File: config.mk
export PLATFORM = sky130hd
export DESIGN_NAME = vram_dma
export DESIGN_NICKNAME = d
export VERILOG_FILES = /design/src/rtl/vdma_pkg.sv /design/src/rtl/vdma_hbedge.sv /design/src/rtl/vdma_start_check.sv /design/src/rtl/vdma_mover.sv /design/src/rtl/vram_dma.sv
export SDC_FILE = /design/constraint.sdc
export NUM_CORES = 1
export LEC_CHECK = 0
export ABC_CLOCK_PERIOD_IN_PS = 5800
export BUFFER_PORTS_ARGS = -buffer_cell sky130_fd_sc_hd__buf_2
export CORE_MARGIN = 4
export CORE_UTILIZATION = 62
export CTS_CLUSTER_DIAMETER = 200
export DETAILED_ROUTE_END_ITERATION = 8
export PLACE_DENSITY = 0.85
export SETUP_SLACK_MARGIN = 0.02
export SLEW_MARGIN = 20
export SYNTH_ARGS = -nofsm -noshare
export SYNTH_HDL_FRONTEND = slang
export SYNTH_HIERARCHICAL = 1
export SYNTH_SLANG_ARGS = --single-unit
File: constraint.sdc
create_clock -name clk -period 5.8 [get_ports clk]
set_input_delay 0.58 -clock clk [delete_from_list [all_inputs] [get_ports clk]]
set_output_delay 0.58 -clock clk [all_outputs]
set_load 0.01 [all_outputs]
File: src/rtl/vdma_pkg.sv
package vdma_pkg;
    typedef enum logic [1:0] {
        CMD_NONE   = 2'd0,
        CMD_SET    = 2'd1,
        CMD_GO     = 2'd2,
        CMD_CANCEL = 2'd3
    } cmd_kind_e;

    typedef enum logic [2:0] {
        SEL_SRC_HI = 3'd0,
        SEL_SRC_LO = 3'd1,
        SEL_DST_HI = 3'd2,
        SEL_DST_LO = 3'd3,
        SEL_CTRL   = 3'd4
    } reg_sel_e;
endpackage

File: src/rtl/vdma_hbedge.sv
module vdma_hbedge (
    input  logic clk,
    input  logic rst_n,
    input  logic hblank,
    output logic hb_rise
);
    logic hb_d, hb_q;

    always_comb begin
        hb_d = hblank;
    end

    always_ff @(posedge clk) begin
        if (!rst_n) hb_q <= 1'b1;
        else        hb_q <= hb_d;
    end

    assign hb_rise = hblank & ~hb_q;
endmodule

File: src/rtl/vdma_start_check.sv
module vdma_start_check
    import vdma_pkg::*;
#(
    parameter int ADDR_W   = 16,
    parameter int CTRL_W   = 8,
    parameter int BLK_LOG2 = 4,
    parameter int WIN_LOG2 = 13,
    parameter logic [ADDR_W-1:0] WIN_BASE = 16'h8000
) (
    input  logic              ctrl_we,
    input  logic [CTRL_W-1:0] wval,
    input  logic [ADDR_W-1:0] src_raw,
    input  logic [ADDR_W-1:0] dst_raw,
    input  logic              lcd_on,
    input  logic              active,
    input  logic              hb_mode,
    input  logic              moving,
    output cmd_kind_e         kind,
    output logic              go_hb,
    output logic [CTRL_W-1:0] stat_val,
    output logic [ADDR_W-1:0] src_al,
    output logic [ADDR_W-1:0] dst_al
);
    localparam logic [ADDR_W-1:0] ALIGN_MASK = {{(ADDR_W-BLK_LOG2){1'b1}}, {BLK_LOG2{1'b0}}};
    localparam logic [ADDR_W-1:0] FIELD_MASK = {{(ADDR_W-WIN_LOG2){1'b0}}, {(WIN_LOG2-BLK_LOG2){1'b1}}, {BLK_LOG2{1'b0}}};
    localparam logic [ADDR_W-1:0] WIN_MASK   = {{(ADDR_W-WIN_LOG2){1'b1}}, {WIN_LOG2{1'b0}}};
    localparam logic [CTRL_W-1:0] MODE_BIT   = {1'b1, {(CTRL_W-1){1'b0}}};
    localparam logic [CTRL_W-1:0] CNT_MASK   = ~MODE_BIT;
    localparam logic [CTRL_W-1:0] ONE_C      = {{(CTRL_W-1){1'b0}}, 1'b1};

    logic              in_win;
    logic [CTRL_W-1:0] inc_v;

    always_comb begin
        src_al   = src_raw & ALIGN_MASK;
        dst_al   = (dst_raw & FIELD_MASK) | (WIN_BASE & WIN_MASK);
        in_win   = (src_al & WIN_MASK) == (WIN_BASE & WIN_MASK);
        inc_v    = wval + ONE_C;
        kind     = CMD_NONE;
        go_hb    = 1'b0;
        stat_val = wval;
        if (ctrl_we) begin
            if (active) begin
                if (hb_mode && !moving && !wval[CTRL_W-1]) kind = CMD_CANCEL;
            end else if (in_win) begin
                kind     = CMD_SET;
                stat_val = wval | MODE_BIT;
            end else if (!wval[CTRL_W-1]) begin
                kind     = CMD_GO;
                stat_val = wval & CNT_MASK;
            end else if (lcd_on) begin
                kind     = CMD_GO;
                go_hb    = 1'b1;
                stat_val = wval & CNT_MASK;
            end else begin
                kind     = CMD_SET;
                stat_val = MODE_BIT | (inc_v & CNT_MASK);
            end
        end
    end
endmodule

File: src/rtl/vdma_mover.sv
module vdma_mover
    import vdma_pkg::*;
#(
    parameter int ADDR_W   = 16,
    parameter int DATA_W   = 8,
    parameter int CTRL_W   = 8,
    parameter int BLK_LOG2 = 4,
    parameter int WIN_LOG2 = 13
) (
    input  logic              clk,
    input  logic              rst_n,
    input  cmd_kind_e         kind,
    input  logic              go_hb,
    input  logic [CTRL_W-1:0] stat_val,
    input  logic [ADDR_W-1:0] go_src,
    input  logic [ADDR_W-1:0] go_dst,
    input  logic              hb_rise,
    input  logic [DATA_W-1:0] mem_rdata,
    output logic              active,
    output logic              hb_mode,
    output logic              moving,
    output logic [CTRL_W-1:0] stat,
    output logic              mem_rd,
    output logic              mem_wr,
    output logic [ADDR_W-1:0] mem_addr,
    output logic [DATA_W-1:0] mem_wdata
);
    localparam int FLD_W = WIN_LOG2 - BLK_LOG2;
    localparam logic [BLK_LOG2-1:0] IDX_LAST = '1;
    localparam logic [BLK_LOG2-1:0] IDX_ONE  = {{(BLK_LOG2-1){1'b0}}, 1'b1};
    localparam logic [FLD_W-1:0]    FLD_ONE  = {{(FLD_W-1){1'b0}}, 1'b1};
    localparam logic [ADDR_W-1:0]   BLK_STEP = ADDR_W'(1) << BLK_LOG2;
    localparam logic [CTRL_W-1:0]   STAT_ONE = {{(CTRL_W-1){1'b0}}, 1'b1};

    typedef struct packed {
        logic              active;
        logic              hb_mode;
        logic              moving;
        logic              wr_ph;
        logic [BLK_LOG2-1:0] idx;
        logic [ADDR_W-1:0] src;
        logic [ADDR_W-1:0] dst;
        logic [CTRL_W-1:0] stat;
        logic [DATA_W-1:0] rbyte;
    } mv_st_t;

    mv_st_t st_d, st_q;
    logic [FLD_W-1:0]  fld_inc;
    logic [ADDR_W-1:0] dst_adv;

    always_comb begin
        fld_inc = st_q.dst[WIN_LOG2-1:BLK_LOG2] + FLD_ONE;
        dst_adv = {st_q.dst[ADDR_W-1:WIN_LOG2], fld_inc, {BLK_LOG2{1'b0}}};
        st_d    = st_q;
        if (st_q.moving) begin
            if (!st_q.wr_ph) begin
                st_d.rbyte = mem_rdata;
                st_d.wr_ph = 1'b1;
            end else begin
                st_d.wr_ph = 1'b0;
                if (st_q.idx == IDX_LAST) begin
                    st_d.idx = '0;
                    st_d.src = st_q.src + BLK_STEP;
                    st_d.dst = dst_adv;
                    if (st_q.stat[CTRL_W-2:0] == '0) begin
                        st_d.stat   = '1;
                        st_d.active = 1'b0;
                        st_d.moving = 1'b0;
                    end else begin
                        st_d.stat   = st_q.stat - STAT_ONE;
                        st_d.moving = !st_q.hb_mode;
                    end
                end else begin
                    st_d.idx = st_q.idx + IDX_ONE;
                end
            end
        end else if (st_q.active && st_q.hb_mode && hb_rise) begin
            st_d.moving = 1'b1;
        end
        case (kind)
            CMD_SET: st_d.stat = stat_val;
            CMD_GO: begin
                st_d.active  = 1'b1;
                st_d.hb_mode = go_hb;
                st_d.moving  = !go_hb;
                st_d.wr_ph   = 1'b0;
                st_d.idx     = '0;
                st_d.src     = go_src;
                st_d.dst     = go_dst;
                st_d.stat    = stat_val;
            end
            CMD_CANCEL: begin
                st_d.active = 1'b0;
                st_d.moving = 1'b0;
                st_d.stat   = {1'b1, st_q.stat[CTRL_W-2:0]};
            end
            default: ;
        endcase
    end

    always_ff @(posedge clk) begin
        if (!rst_n) begin
            st_q      <= '0;
            st_q.stat <= '1;
        end else begin
            st_q <= st_d;
        end
    end

    assign active    = st_q.active;
    assign hb_mode   = st_q.hb_mode;
    assign moving    = st_q.moving;
    assign stat      = st_q.stat;
    assign mem_rd    = st_q.moving & ~st_q.wr_ph;
    assign mem_wr    = st_q.moving & st_q.wr_ph;
    assign mem_addr  = st_q.wr_ph ? {st_q.dst[ADDR_W-1:BLK_LOG2], st_q.idx}
                                  : {st_q.src[ADDR_W-1:BLK_LOG2], st_q.idx};
    assign mem_wdata = st_q.rbyte;

    assert_rw_exclusive_R12: assert property (@(posedge clk) disable iff (!rst_n)
        !(mem_rd && mem_wr));
    assert_write_follows_read_R12: assert property (@(posedge clk) disable iff (!rst_n)
        mem_wr |-> $past(mem_rd));
    assert_dst_in_window_R3: assert property (@(posedge clk) disable iff (!rst_n)
        mem_wr |-> (mem_addr[ADDR_W-1:WIN_LOG2] == go_dst[ADDR_W-1:WIN_LOG2]));
    assert_gp_stalls_next_R5: assert property (@(posedge clk) disable iff (!rst_n)
        (kind == CMD_GO && !go_hb) |=> moving);
    assert_flag_means_idle_R10: assert property (@(posedge clk) disable iff (!rst_n)
        stat[CTRL_W-1] |-> !moving);
    assert_hb_needs_edge_R9: assert property (@(posedge clk) disable iff (!rst_n)
        (active && hb_mode && !moving && !hb_rise) |=> !moving);
endmodule

File: src/rtl/vram_dma.sv
module vram_dma
    import vdma_pkg::*;
#(
    parameter int ADDR_W   = 16,
    parameter int DATA_W   = 8,
    parameter int CTRL_W   = 8,
    parameter int BLK_LOG2 = 4,
    parameter int WIN_LOG2 = 13,
    parameter logic [ADDR_W-1:0] WIN_BASE = 16'h8000
) (
    input  logic              clk,
    input  logic              rst_n,
    input  logic              cfg_we,
    input  logic [2:0]        cfg_sel,
    input  logic [7:0]        cfg_wdata,
    output logic [CTRL_W-1:0] ctrl_rdata,
    input  logic              lcd_on,
    input  logic              hblank,
    output logic              cpu_stall,
    output logic              mem_rd,
    output logic              mem_wr,
    output logic [ADDR_W-1:0] mem_addr,
    output logic [DATA_W-1:0] mem_wdata,
    input  logic [DATA_W-1:0] mem_rdata
);
    localparam int NREG = 4;

    typedef struct packed {
        logic [NREG-1:0][7:0] b;
    } areg_t;

    areg_t reg_d, reg_q;

    always_comb begin
        reg_d = reg_q;
        for (int i = 0; i < NREG; i++) begin
            if (cfg_we && cfg_sel == 3'(i)) reg_d.b[i] = cfg_wdata;
        end
    end

    always_ff @(posedge clk) begin
        if (!rst_n) reg_q <= '0;
        else        reg_q <= reg_d;
    end

    logic [ADDR_W-1:0] src_raw, dst_raw, src_al, dst_al;
    logic              ctrl_we, hb_rise, go_hb, active, hb_mode, moving;
    logic [CTRL_W-1:0] stat_val;
    cmd_kind_e         kind;

    assign src_raw = ADDR_W'({reg_q.b[SEL_SRC_HI], reg_q.b[SEL_SRC_LO]});
    assign dst_raw = ADDR_W'({reg_q.b[SEL_DST_HI], reg_q.b[SEL_DST_LO]});
    assign ctrl_we = cfg_we && (cfg_sel == SEL_CTRL);

    vdma_hbedge u_edge (
        .clk(clk), .rst_n(rst_n), .hblank(hblank), .hb_rise(hb_rise)
    );

    vdma_start_check #(
        .ADDR_W(ADDR_W), .CTRL_W(CTRL_W), .BLK_LOG2(BLK_LOG2),
        .WIN_LOG2(WIN_LOG2), .WIN_BASE(WIN_BASE)
    ) u_check (
        .ctrl_we(ctrl_we), .wval(CTRL_W'(cfg_wdata)), .src_raw(src_raw),
        .dst_raw(dst_raw), .lcd_on(lcd_on), .active(active),
        .hb_mode(hb_mode), .moving(moving), .kind(kind), .go_hb(go_hb),
        .stat_val(stat_val), .src_al(src_al), .dst_al(dst_al)
    );

    vdma_mover #(
        .ADDR_W(ADDR_W), .DATA_W(DATA_W), .CTRL_W(CTRL_W),
        .BLK_LOG2(BLK_LOG2), .WIN_LOG2(WIN_LOG2)
    ) u_mover (
        .clk(clk), .rst_n(rst_n), .kind(kind), .go_hb(go_hb),
        .stat_val(stat_val), .go_src(src_al), .go_dst(dst_al),
        .hb_rise(hb_rise), .mem_rdata(mem_rdata), .active(active),
        .hb_mode(hb_mode), .moving(moving), .stat(ctrl_rdata),
        .mem_rd(mem_rd), .mem_wr(mem_wr), .mem_addr(mem_addr),
        .mem_wdata(mem_wdata)
    );

    assign cpu_stall = moving;

    assert_reject_window_R4: assert property (@(posedge clk) disable iff (!rst_n)
        (ctrl_we && !active && (src_raw[ADDR_W-1:WIN_LOG2] == WIN_BASE[ADDR_W-1:WIN_LOG2]))
        |=> (ctrl_rdata[CTRL_W-1] && !cpu_stall));
endmodule

==> results.json <==
{
  "outcome": "completed",
  "num_vias": 3495,
  "diodes": 0,
  "drc": 0,
  "cap_violations": 0,
  "cp-end-kind": "register",
  "design_area_um2": 4330,
  "io_buffer_count": 58,
  "clock-sinks": 70,
  "cts-root-buf": "clkbuf_8",
  "cts_resized": 0,
  "drv_slew": 0,
  "drive_gt1_share_pct": 18.6,
  "timing.final.crit_share_pct": 59.8,
  "leakage_nw": 1.73,
  "final_common_cell": "nand2_1",
  "io-pin-count": 59,
  "layout_common_cells": "nand2_1, dfxtp_1, buf_2",
  "skew_ps": 10.6,
  "post_cts.repair.setup_buffers": 0,
  "avgViaCountPerCell": 6.07,
  "die_area_um2": 8090,
  "period_minus_slack_ps": 3470,
  "antenna_found_initial": 0,
  "totalWireLength_um": 9260,
  "die_h_um": 90.0,
  "path_class": "register to register",
  "areaGrowthSynthToFinish_pct": 3.97,
  "core_area_um2": 6420,
  "irDropWorstVdd_mv": 0.107,
  "worst_pin_slew_ps": 1060,
  "syn_area_um2": 4170,
  "grt_pass1_vias": 3136,
  "num-nets-final": 527,
  "critPathRequiredTime_ps": 6030,
  "wl_per_cell_um": 16.1,
  "path_clk_slew_ps": 80,
  "ctsHoldBuffers": 0,
  "overflow": 0,
  "holdCritPathClass": "input pin to register",
  "yosysWarnings": 6,
  "clk_latency_ps": 340,
  "clockBufferDepth": 2,
  "rows": 29,
  "arrival_ps": 3700,
  "initial_core_util_pct": 64.9,
  "hold_ws_ps": 434,
  "hold_viol_final": 0,
  "htree_levels": 3,
  "tns_ps": 0,
  "r2r_setup_slack_ps": 2330,
  "ant_nets": 0,
  "grt_pass1_wl_um": 15100,
  "grt_start_max_net_pins": 59,
  "firstDrtPassIters": 5,
  "rsz0062_at_grt": "no",
  "place.gp.congestion": 0.858,
  "die_width_um": 90.0,
  "crit_path_start_kind": "register",
  "pre_cts_ws_ps": 2250,
  "final-setup-viol-count": 0,
  "cts_buffers": 9,
  "hpwl_um": 6490,
  "drt_iter0_drc": 281,
  "synthCells": 497,
  "avgSynthCellArea_um2": 8.38,
  "p_per_area_nw_per_um2": 246,
  "place_area_um2": 4090,
  "relSlewSlack_pct": 29.1,
  "track_usage_pct": 22.5,
  "fin_ws_ps": 2330,
  "crit_fanout": 42,
  "cts_tree": "done",
  "max_freq_mhz": 288
}
## flip-flops by register name, summed over array words and instances (netlist names)
signal and flops:
u_mover/st_q 26, u_mover/dst_adv 3, u_mover/active 1, reg_q 12
u_edge/hb_q 1, dst_raw 9, u_mover/mem_wdata 8, u_mover/hb_mode 1
u_mover/moving 1, u_mover/stat 8
## worst paths after layout
kind	to	from	cells after the start
setup / recovery	u_mover/st_q[46]	u_mover/moving	8
setup reg to reg	u_mover/st_q[46]	u_mover/moving	8
hold reg to reg	u_mover/mem_wdata[6]	u_mover/mem_wdata[6]	2
hold / removal	u_edge/hb_q	hblank	2
## worst max-delay path, stage by stage, from the launching register on
cell,delay (ps)
dfxtp_1,560
nor4bb_1,450
a31oi_1,80
nor2b_1,300
ha_1,540
inv_1,610
o2111ai_1,370
mux2i_1,110
a311o_1,320
## per-layer routing
metal | track usage, % | routed length [um] | share of wire, %
met1 | 29.9 | 4180 | 45
met2 | 35.8 | 4350 | 47
met3 | 6.68 | 615 | 6.6
met4 | 5.99 | 110 | 1.2
met5 | 0 | 0 | 0
## per-stage QoR
step	utilization, %	power [mW]	std cells
floorplan	-	0.579	498
global placement	63.7	0.596	560
detailed placement	63.7	0.599	560
CTS	67.4	1.07	576
global route	67.4	1.11	576
finish	67.4	1.07	576
## area by class of cell
class,instances,area [um2]
fill,518,2090
sequential,70,1400
timing repair buffer,60,305
clock inverter,5,108
multi-input combinational,341,2240
tap,77,96.3
inverter,12,45.0
clock buffer,11,131
## where the power goes
| part | internal, mW | total [mW] | switching, mW |
|---|---|---|---|
| sequential | 0.492 | 0.508 | 0.0153 |
| combinational | 0.0345 | 0.0812 | 0.0466 |
| clock | 0.288 | 0.478 | 0.191 |
| total | 0.815 | 1.07 | 0.253 |
Note: power is estimated with default switching activity, not from simulation.
